`src/rtl/mrs_pkg.sv`:
```
package mrs_pkg;
  // Strobes from the control to the datapath for one accepted operand
  typedef struct packed {
    logic load;      // capture a new result this edge
    logic bypass;    // count is zero or negative
    logic saturate;  // count reaches the mantissa width
  } mrs_strobe_t;
endpackage

```
`src/rtl/mrs_ctrl.sv`:
```
module mrs_ctrl
  import mrs_pkg::*;
#(
  parameter int SHIFT_W   = 8,
  parameter int MANT_BITS = 115
) (
  input  logic               clk,
  input  logic               rstN,
  input  logic               inValid,
  output logic               inReady,
  input  logic [SHIFT_W-1:0] inShift,
  output logic               outValid,
  input  logic               outReady,
  output mrs_strobe_t        strobe
);
  localparam logic [SHIFT_W-1:0] LIMIT = SHIFT_W'(MANT_BITS);

  logic validQ;
  logic nonPositive;

  assign nonPositive = inShift[SHIFT_W-1] || (inShift == '0);
  assign inReady     = !validQ || outReady;

  always_comb begin
    strobe.load     = inValid && inReady;
    strobe.bypass   = nonPositive;
    strobe.saturate = !nonPositive && (inShift >= LIMIT);
  end

  always_ff @(posedge clk) begin
    if (!rstN)
      validQ <= 1'b0;
    else if (strobe.load)
      validQ <= 1'b1;
    else if (outReady)
      validQ <= 1'b0;
  end

  assign outValid = validQ;

  assert_accept_latency_R7: assert property (@(posedge clk) disable iff (!rstN)
    (inValid && inReady) |=> outValid);

  assert_stall_keeps_valid_R8: assert property (@(posedge clk) disable iff (!rstN)
    (outValid && !outReady) |=> outValid);

  assert_strobe_exclusive_R6: assert property (@(posedge clk) disable iff (!rstN)
    strobe.load |-> !(strobe.bypass && strobe.saturate));
endmodule

```
`src/rtl/mrs_datapath.sv`:
```
module mrs_datapath
  import mrs_pkg::*;
#(
  parameter int WORD_W    = 32,
  parameter int NUM_WORDS = 4,
  parameter int SHIFT_W   = 8
) (
  input  logic                          clk,
  input  logic                          rstN,
  input  mrs_strobe_t                   strobe,
  input  logic [WORD_W*NUM_WORDS-1:0]   inMant,
  input  logic                          inSticky,
  input  logic [SHIFT_W-1:0]            inShift,
  output logic [WORD_W*NUM_WORDS-1:0]   outMant,
  output logic                          outSticky,
  output logic                          outError
);
  localparam int TOTAL_W = WORD_W * NUM_WORDS;
  localparam int RES_W   = $clog2(WORD_W);
  localparam int WSEL_W  = $clog2(NUM_WORDS);

  logic [WORD_W-1:0] wordsIn  [NUM_WORDS];
  logic [WORD_W-1:0] aligned  [NUM_WORDS];
  logic [WORD_W-1:0] shifted  [NUM_WORDS];
  logic [WSEL_W-1:0] dropCount;
  logic [RES_W-1:0]  residual;
  logic              wordSticky;
  logic              funnelSticky;
  logic [WORD_W-1:0] lowMask;
  logic [TOTAL_W-1:0] shiftedFlat;

  assign dropCount = inShift[RES_W +: WSEL_W];
  assign residual  = inShift[RES_W-1:0];

  // Split the bus into words, word 0 at the top
  for (genvar i = 0; i < NUM_WORDS; i++) begin : gSplit
    assign wordsIn[i] = inMant[TOTAL_W-1-i*WORD_W -: WORD_W];
  end

  // Whole-word stage: move words down, OR the dropped ones into sticky
  always_comb begin
    wordSticky = 1'b0;
    for (int i = 0; i < NUM_WORDS; i++) aligned[i] = '0;
    for (int j = 0; j < NUM_WORDS; j++) begin
      if (j + int'(dropCount) < NUM_WORDS)
        aligned[j + int'(dropCount)] = wordsIn[j];
      else
        wordSticky = wordSticky | (|wordsIn[j]);
    end
  end

  // Residual stage: funnel each word with the one above it
  for (genvar i = 0; i < NUM_WORDS; i++) begin : gFunnel
    logic [2*WORD_W-1:0] funnel;
    if (i == 0) begin : gTop
      assign funnel = {{WORD_W{1'b0}}, aligned[i]} >> residual;
    end else begin : gLower
      assign funnel = {aligned[i-1], aligned[i]} >> residual;
    end
    assign shifted[i] = funnel[WORD_W-1:0];
    assign shiftedFlat[TOTAL_W-1-i*WORD_W -: WORD_W] = shifted[i];
  end

  assign lowMask      = ~({WORD_W{1'b1}} << residual);
  assign funnelSticky = |(aligned[NUM_WORDS-1] & lowMask);

  always_ff @(posedge clk) begin
    if (!rstN) begin
      outMant   <= '0;
      outSticky <= 1'b0;
      outError  <= 1'b0;
    end else if (strobe.load) begin
      if (strobe.bypass) begin
        outMant   <= inMant;
        outSticky <= inSticky;
        outError  <= 1'b1;
      end else if (strobe.saturate) begin
        outMant   <= '0;
        outSticky <= 1'b1;
        outError  <= 1'b0;
      end else begin
        outMant   <= shiftedFlat;
        outSticky <= inSticky | wordSticky | funnelSticky;
        outError  <= 1'b0;
      end
    end
  end

  assert_sticky_kept_R2: assert property (@(posedge clk) disable iff (!rstN)
    (strobe.load && !strobe.bypass && inSticky) |=> outSticky);

  assert_saturate_result_R3: assert property (@(posedge clk) disable iff (!rstN)
    (strobe.load && strobe.saturate) |=> (outMant == '0) && outSticky && !outError);

  assert_bypass_passthrough_R6: assert property (@(posedge clk) disable iff (!rstN)
    (strobe.load && strobe.bypass) |=> outError && (outMant == $past(inMant))
                                        && (outSticky == $past(inSticky)));

  assert_residual_zero_R4: assert property (@(posedge clk) disable iff (!rstN)
    (strobe.load && !strobe.bypass && !strobe.saturate && (inShift == SHIFT_W'(WORD_W)))
      |=> (outMant[TOTAL_W-1 -: WORD_W] == '0));
endmodule

```
`src/rtl/mant_rshift.sv`:
```
module mant_rshift
  import mrs_pkg::*;
#(
  parameter int WORD_W    = 32,
  parameter int NUM_WORDS = 4,
  parameter int SHIFT_W   = 8,
  parameter int MANT_BITS = 115
) (
  input  logic                        clk,
  input  logic                        rstN,
  input  logic                        inValid,
  output logic                        inReady,
  input  logic [WORD_W*NUM_WORDS-1:0] inMant,
  input  logic                        inSticky,
  input  logic [SHIFT_W-1:0]          inShift,
  output logic                        outValid,
  input  logic                        outReady,
  output logic [WORD_W*NUM_WORDS-1:0] outMant,
  output logic                        outSticky,
  output logic                        outError
);
  mrs_strobe_t strobe;

  mrs_ctrl #(.SHIFT_W(SHIFT_W), .MANT_BITS(MANT_BITS)) uCtrl (
    .clk(clk), .rstN(rstN), .inValid(inValid), .inReady(inReady),
    .inShift(inShift), .outValid(outValid), .outReady(outReady), .strobe(strobe)
  );

  mrs_datapath #(.WORD_W(WORD_W), .NUM_WORDS(NUM_WORDS), .SHIFT_W(SHIFT_W)) uData (
    .clk(clk), .rstN(rstN), .strobe(strobe), .inMant(inMant), .inSticky(inSticky),
    .inShift(inShift), .outMant(outMant), .outSticky(outSticky), .outError(outError)
  );

  assert_stall_holds_data_R8: assert property (@(posedge clk) disable iff (!rstN)
    (outValid && !outReady) |=> $stable(outMant) && $stable(outSticky) && $stable(outError));

  assert_reset_idle_R9: assert property (@(posedge clk)
    !rstN |=> !outValid);
endmodule

```
`config.mk`:
```
export PLATFORM = sky130hd
export DESIGN_NAME = mant_rshift
export DESIGN_NICKNAME = d
export VERILOG_FILES = /design/src/rtl/mrs_pkg.sv /design/src/rtl/mrs_ctrl.sv /design/src/rtl/mrs_datapath.sv /design/src/rtl/mant_rshift.sv
export SDC_FILE = /design/constraint.sdc
export NUM_CORES = 1
export LEC_CHECK = 0
export BUFFER_PORTS_ARGS = -buffer_cell sky130_fd_sc_hd__buf_2
export CELL_PAD_IN_SITES_DETAIL_PLACEMENT = 0
export CELL_PAD_IN_SITES_GLOBAL_PLACEMENT = 1
export CORE_MARGIN = 4
export CORE_UTILIZATION = 35
export DETAILED_ROUTE_END_ITERATION = 16
export MAX_ROUTING_LAYER = met4
export PLACE_DENSITY_LB_ADDON = 0.2
export SYNTH_ARGS = -nofsm -noshare
export SYNTH_HDL_FRONTEND = slang
export SYNTH_SLANG_ARGS = --single-unit
```
`constraint.sdc`:
```
create_clock -name clk -period 3.7 [get_ports clk]
set_input_delay 0.37 -clock clk [delete_from_list [all_inputs] [get_ports clk]]
set_output_delay 0.37 -clock clk [all_outputs]
set_load 0.005 [all_outputs]
```
After elaboration in Yosys (flattened, before gate mapping):

Cells that the tools add are included.

* $add $sub $neg: 3
* $mul: 0
* div/mod/pow operators: 0
* order comparisons: 13
* equality and inequality tests: 0
* shift operators: 5
* multiplexer cells: 26
* bitwise logic cells: 12
* reductions and logical operators: 17

Operators with widths (count)
* $mux 128: 6
* $bwmux 128: 3
* $demux 32 s2: 4
* $shr 64x5->32: 3
* $reduce_or 32->1: 5
* $and 128x128->128: 1
* $ge 32x3->1 const B: 4
* $lt 32x1->1 const B: 4
* $mux 32: 4
* $not 32->32: 4
* $lt 32x4->1 const B: 3
* $and 32x32->32: 1
* $not 2->32: 1
* $shl 32x5->32 const A: 1
* $shr 32x5->32: 1
* $mux 1: 9
* $ge 8x7->1 const B: 1
* $logic_not 8->1: 1
* $add 2x2->3 const A: 2
* $logic_and 1x1->1: 6
* $or 1x1->1: 5
* $add 1x2->3 const A: 1
* $lt 2x3->1 const B: 1
* $logic_not 1->1: 2
* 2 further kinds: 3

* register bits: 131
* latch bits: 0
* memory bits (writable): 0
* ROM bits: 0
* input port bits: 141
* output and inout bits: 132
* logic and storage cells: 80
* memories kept: 0

Logic depth before layout (Yosys ltp):

* word-level depth: 18
* gate-level depth with buffers: 12
* depth with buffers taken out: 7

By module:

Synthesis repeated with hierarchy kept, for this count alone.

* cell total of the unflattened synthesis: 1909
* area, all modules: 15937.8 um2

By module, submodules not included
* mrs_datapath: times used 1, cells each 1897, area an instance 15847.7 um2, seq. area each 2602.5 um2
* mrs_ctrl: times used 1, cells each 12, area an instance 90.1 um2, seq. area each 20.0 um2

Worst setup path after synthesis:

No wires, ideal clock.

* path type: input port to flip-flop
* start: input port inShift[5]
* end: register uData.outMant[20]
* setup time: 0.122 ns
* arrival time: 2.479 ns
* required time: 3.578 ns
* setup slack: 1.099 ns
* stages on the path: 7
* buffers on the path: 2
* path through: buf_6 > buf_8 > mux4_2 > mux4_2 > a222oi_1 > mux2i_1 > a311o_1

* cells in the longest elaborated chain, start to end: 16
* elaborated cells between the ends (all ways): 47
* those cells by class: add/sub: 3; order compare: 13; shift: 1; mux: 17; bitwise: 5; reduce/logical: 8

Ends and longest elaborated chain
* start, declared: RTL line mant_rshift.sv:15 `input logic [SHIFT_W-1:0] inShift,`
* branches (longest 15 deep; another with $ge 32x3->1)
* $mux 128 (*): RTL line mrs_datapath.sv:73 `if (strobe.bypass) begin`
* end signal, assigned: RTL line mrs_datapath.sv:74 `outMant <= inMant;`
* end signal, assigned: RTL line mrs_datapath.sv:82 `outMant <= shiftedFlat;`
* end, declared: RTL line mrs_datapath.sv:14 `output logic [WORD_W*NUM_WORDS-1:0] outMant,`

Mark *: on every way between the ends.
A chain may end at the register's enable or synchronous reset.

Worst setup path after layout:

* start: input port inShift[6]
* end: register uData.outMant[37]

The elaborated chain is that of the path after synthesis.

==> out/qor.yml <==
route:
  ant_nets: 0
  drt-total-wl_um: 107300
  num_vias: 19360
  wl_per_cell_um: 38.17
  via_per_inst: 6.884
  first_pass_iters: 6
  initialDrtViolationCount: 2586
  route.detailed.drc: 0
synthesis:
  ys_async_sr_fraction_pct: 0
  yosysWarnings: 0
  synth_flop_cell: "dfxtp_1"
  synthTopCellsByArea: "dfxtp_1 (17%), mux4_2 (14%), mux2i_1 (13%), nor2_1 (5.4%), a21oi_1 (5.3%)"
  post-synth-top-count-cell: "nor2_1"
  syn_nets: 2143
  ys_seq_elements: 131
  yosys.area.top_type: "dfxtp_1"
  synth_area_um2: 15860
  synth_edf_count: 0
  postSynthCellCount: 2002
  synth_top_cell_area_share_pct: 16.54
  netlist_top_cells_count: "nor2_1 (228), nand2_1 (208), mux2i_1 (203)"
  yosysUniqueCellTypes: 71
  yosysSeqAreaShare_pct: 16.54
  syn_area_per_cell_um2: 7.922
sta:
  hold_viol: 0
  setup_tns_ns: 0
  report.final.slew_viol_count: 0
  tightest_slew_ns: 1.176
  max_clock_freq_mhz: 332.9
  fin_crit_ns: 3.004
  slew_headroom_pct: 20.95
  skew_ns: 0.005566
  setup_violations: 0
  rsz0062_at_grt: "no"
  period_share_pct: 81.19
die:
  die_w_um: 220.9
  start_util_pct: 35.63
  core_region_area_um2: 44510
  dieArea_um2: 48780
  io_pins: 273
  rows: 77
  die_h_um: 220.9
pwr:
  power.total_w: 0.006184
  clkPwrFrac_pct: 27.7
  peakVddDrop_mv: 0.3215
  combPwrFrac_pct: 46.5
  switching_share_pct: 44.75
  intPower_w: 0.003416
  power_frac_seq_pct: 25.8
  p_switching_w: 0.002767
  powerDensity_nw_per_um2: 331.8
  p_leak_nw: 7.722
place:
  numPortBuffers: 272
  place_congestion: 1.103
  hpwl_um: 82230
critical_path:
  cp_max_fo: 34
  path_class: "in -> reg"
  endpoint_kind: "register"
  critPathLaunchType: "input port"
  cp_data_arrival_time_ns: 3.37
  crit_path_start: "inShift[6]"
  r2r-start: "uCtrl.outValid"
  required_ns: 4.06
global_routing:
  overflow: 0
  grt_max_degree: 106
  grt_pass1_wl_um: 148800
  grt_antenna_before_repair: 6
  track_usage_pct: 43.41
  grt_pass1_vias: 18770
layout:
  areaGrowthSynthToFinish_pct: 17.51
  fin_nets: 2343
  drive_gt1_share_pct: 28.31
  nFillCells: 4665
  multiInputGateArea_um2: 12230
  seqCellArea_um2: 2623
clock_network:
  postCtsSetupBuffers: 0
  cts-resized-gates: 0
  cts_max_path_buffers: 2
  cts_tree: "done"
  clock_sinks: 131
  holdBufCountCts: 0
  clkTransAtPathRegs_ns: 0.06
  root_buffer: "clkbuf_16"
  cts_made_buffers: 17
  clock_latency_ns: 0.49
  htreeDepth: 4
worst_hold_path:
  hp-class: "in -> reg"
  hold_path_startpoint: "inSticky"
job:
  maxCapViolations: 0
status:
  outcome: "finished, final reports clean"
==> layer usage <==
layer	wire length (um)	GRT usage, %	vias up	share of wire (%)
met3	9062	8.322	412	8.4
met5	0	-	-	0
met1	38460	48.75	9553	36
met4	11600	35.96	0	11
met2	48200	67.04	1303	45
li1	-	-	8090	-
==> power groups by stage <==
stage | Combinational [W] | Clock [W] | Sequential (W)
after floorplan | 0.00152 | 0 | 0.00162
after global placement | 0.00278 | 0 | 0.00162
after detailed placement | 0.00277 | 0 | 0.00162
after CTS | 0.00278 | 0.00174 | 0.00159
after global routing | 0.00297 | 0.00178 | 0.00160
final | 0.00288 | 0.00171 | 0.00159
==> sequential cells by signal, summed over array words and instances (netlist names) <==
register         cells
uCtrl.outValid       1
uData.outError       1
uData.outMant      128
uData.outSticky      1
==> worst max-delay path, cell delays in order <==
cell       delay [ns]
buf_4            0.38
buf_12           0.27
mux2i_1          0.54
o2bb2ai_1        0.18
mux4_2           0.53
o21ai_0          0.48
mux2i_1          0.18
a221oi_1         0.31
a21oi_1          0.10
==> cells by family (layout without fill, tap and decap cells) <==
group	count (synthesis)	in the layout	synth area share [%]
AO/OA/AOI/OAI	578	578	23.84
buffers and inverters	218	431	6.540
flip-flops	131	131	16.54
multiplexers	381	381	33.14
other	0	5	0
AND/OR/NAND/NOR	694	694	19.94
==> cells in the final DEF, fill, tap and decap left out, drive strengths merged, types with 25 or more instances in the layout <==
cell,netlist,final
nand2b,31,31
o221ai,28,28
nand3,79,79
and3,42,42
mux2i,203,203
nor4,30,30
dfxtp,131,131
nor2,228,228
mux2,72,72
o22ai,125,125
nand2,209,209
mux4,106,106
o21a,25,25
o21ai,62,62
a21oi,167,167
buf,95,389
==> through the flow <==
step / cell area [um2] / utilization, % / cells / worst slack [ns] / hold slack [ns]
3_3_place_gp: 18060 / 40.58 / 2775 / 0.3231 / 0.4420
2_1_floorplan: 15860 / - / 2002 / 1.099 / 0.4483
4_1_cts: 18620 / 41.84 / 2807 / 0.8160 / 0.1149
5_1_grt: 18630 / 41.85 / 2809 / 0.5868 / 0.1479
6_report: 18640 / 41.87 / 2812 / 0.6960 / 0.1364
3_5_place_dp: 18060 / 40.58 / 2775 / 0.2883 / 0.4512
==> worst paths after layout <==
path	end	slack, ns	cells past startpoint
setup / recovery	uData.outMant[37]	0.70	9
hold / removal	uData.outSticky	0.14	3
setup reg to reg	uData.outMant[39]	0.85	9
hold reg to reg	uData.outMant[127]	0.46	2
==> cell type report <==
class	instances	share of cell area [%]
Antenna cell	5	0.06714
Clock buffer	17	2.283
Clock inverter	15	0.7318
Inverter	10	0.2283
Multi-Input combinational cell	1653	65.62
Sequential cell	131	14.07
Tap cell	592	3.975
Timing Repair Buffer	389	13.02
Note: power is estimated with default switching activity, not from simulation.
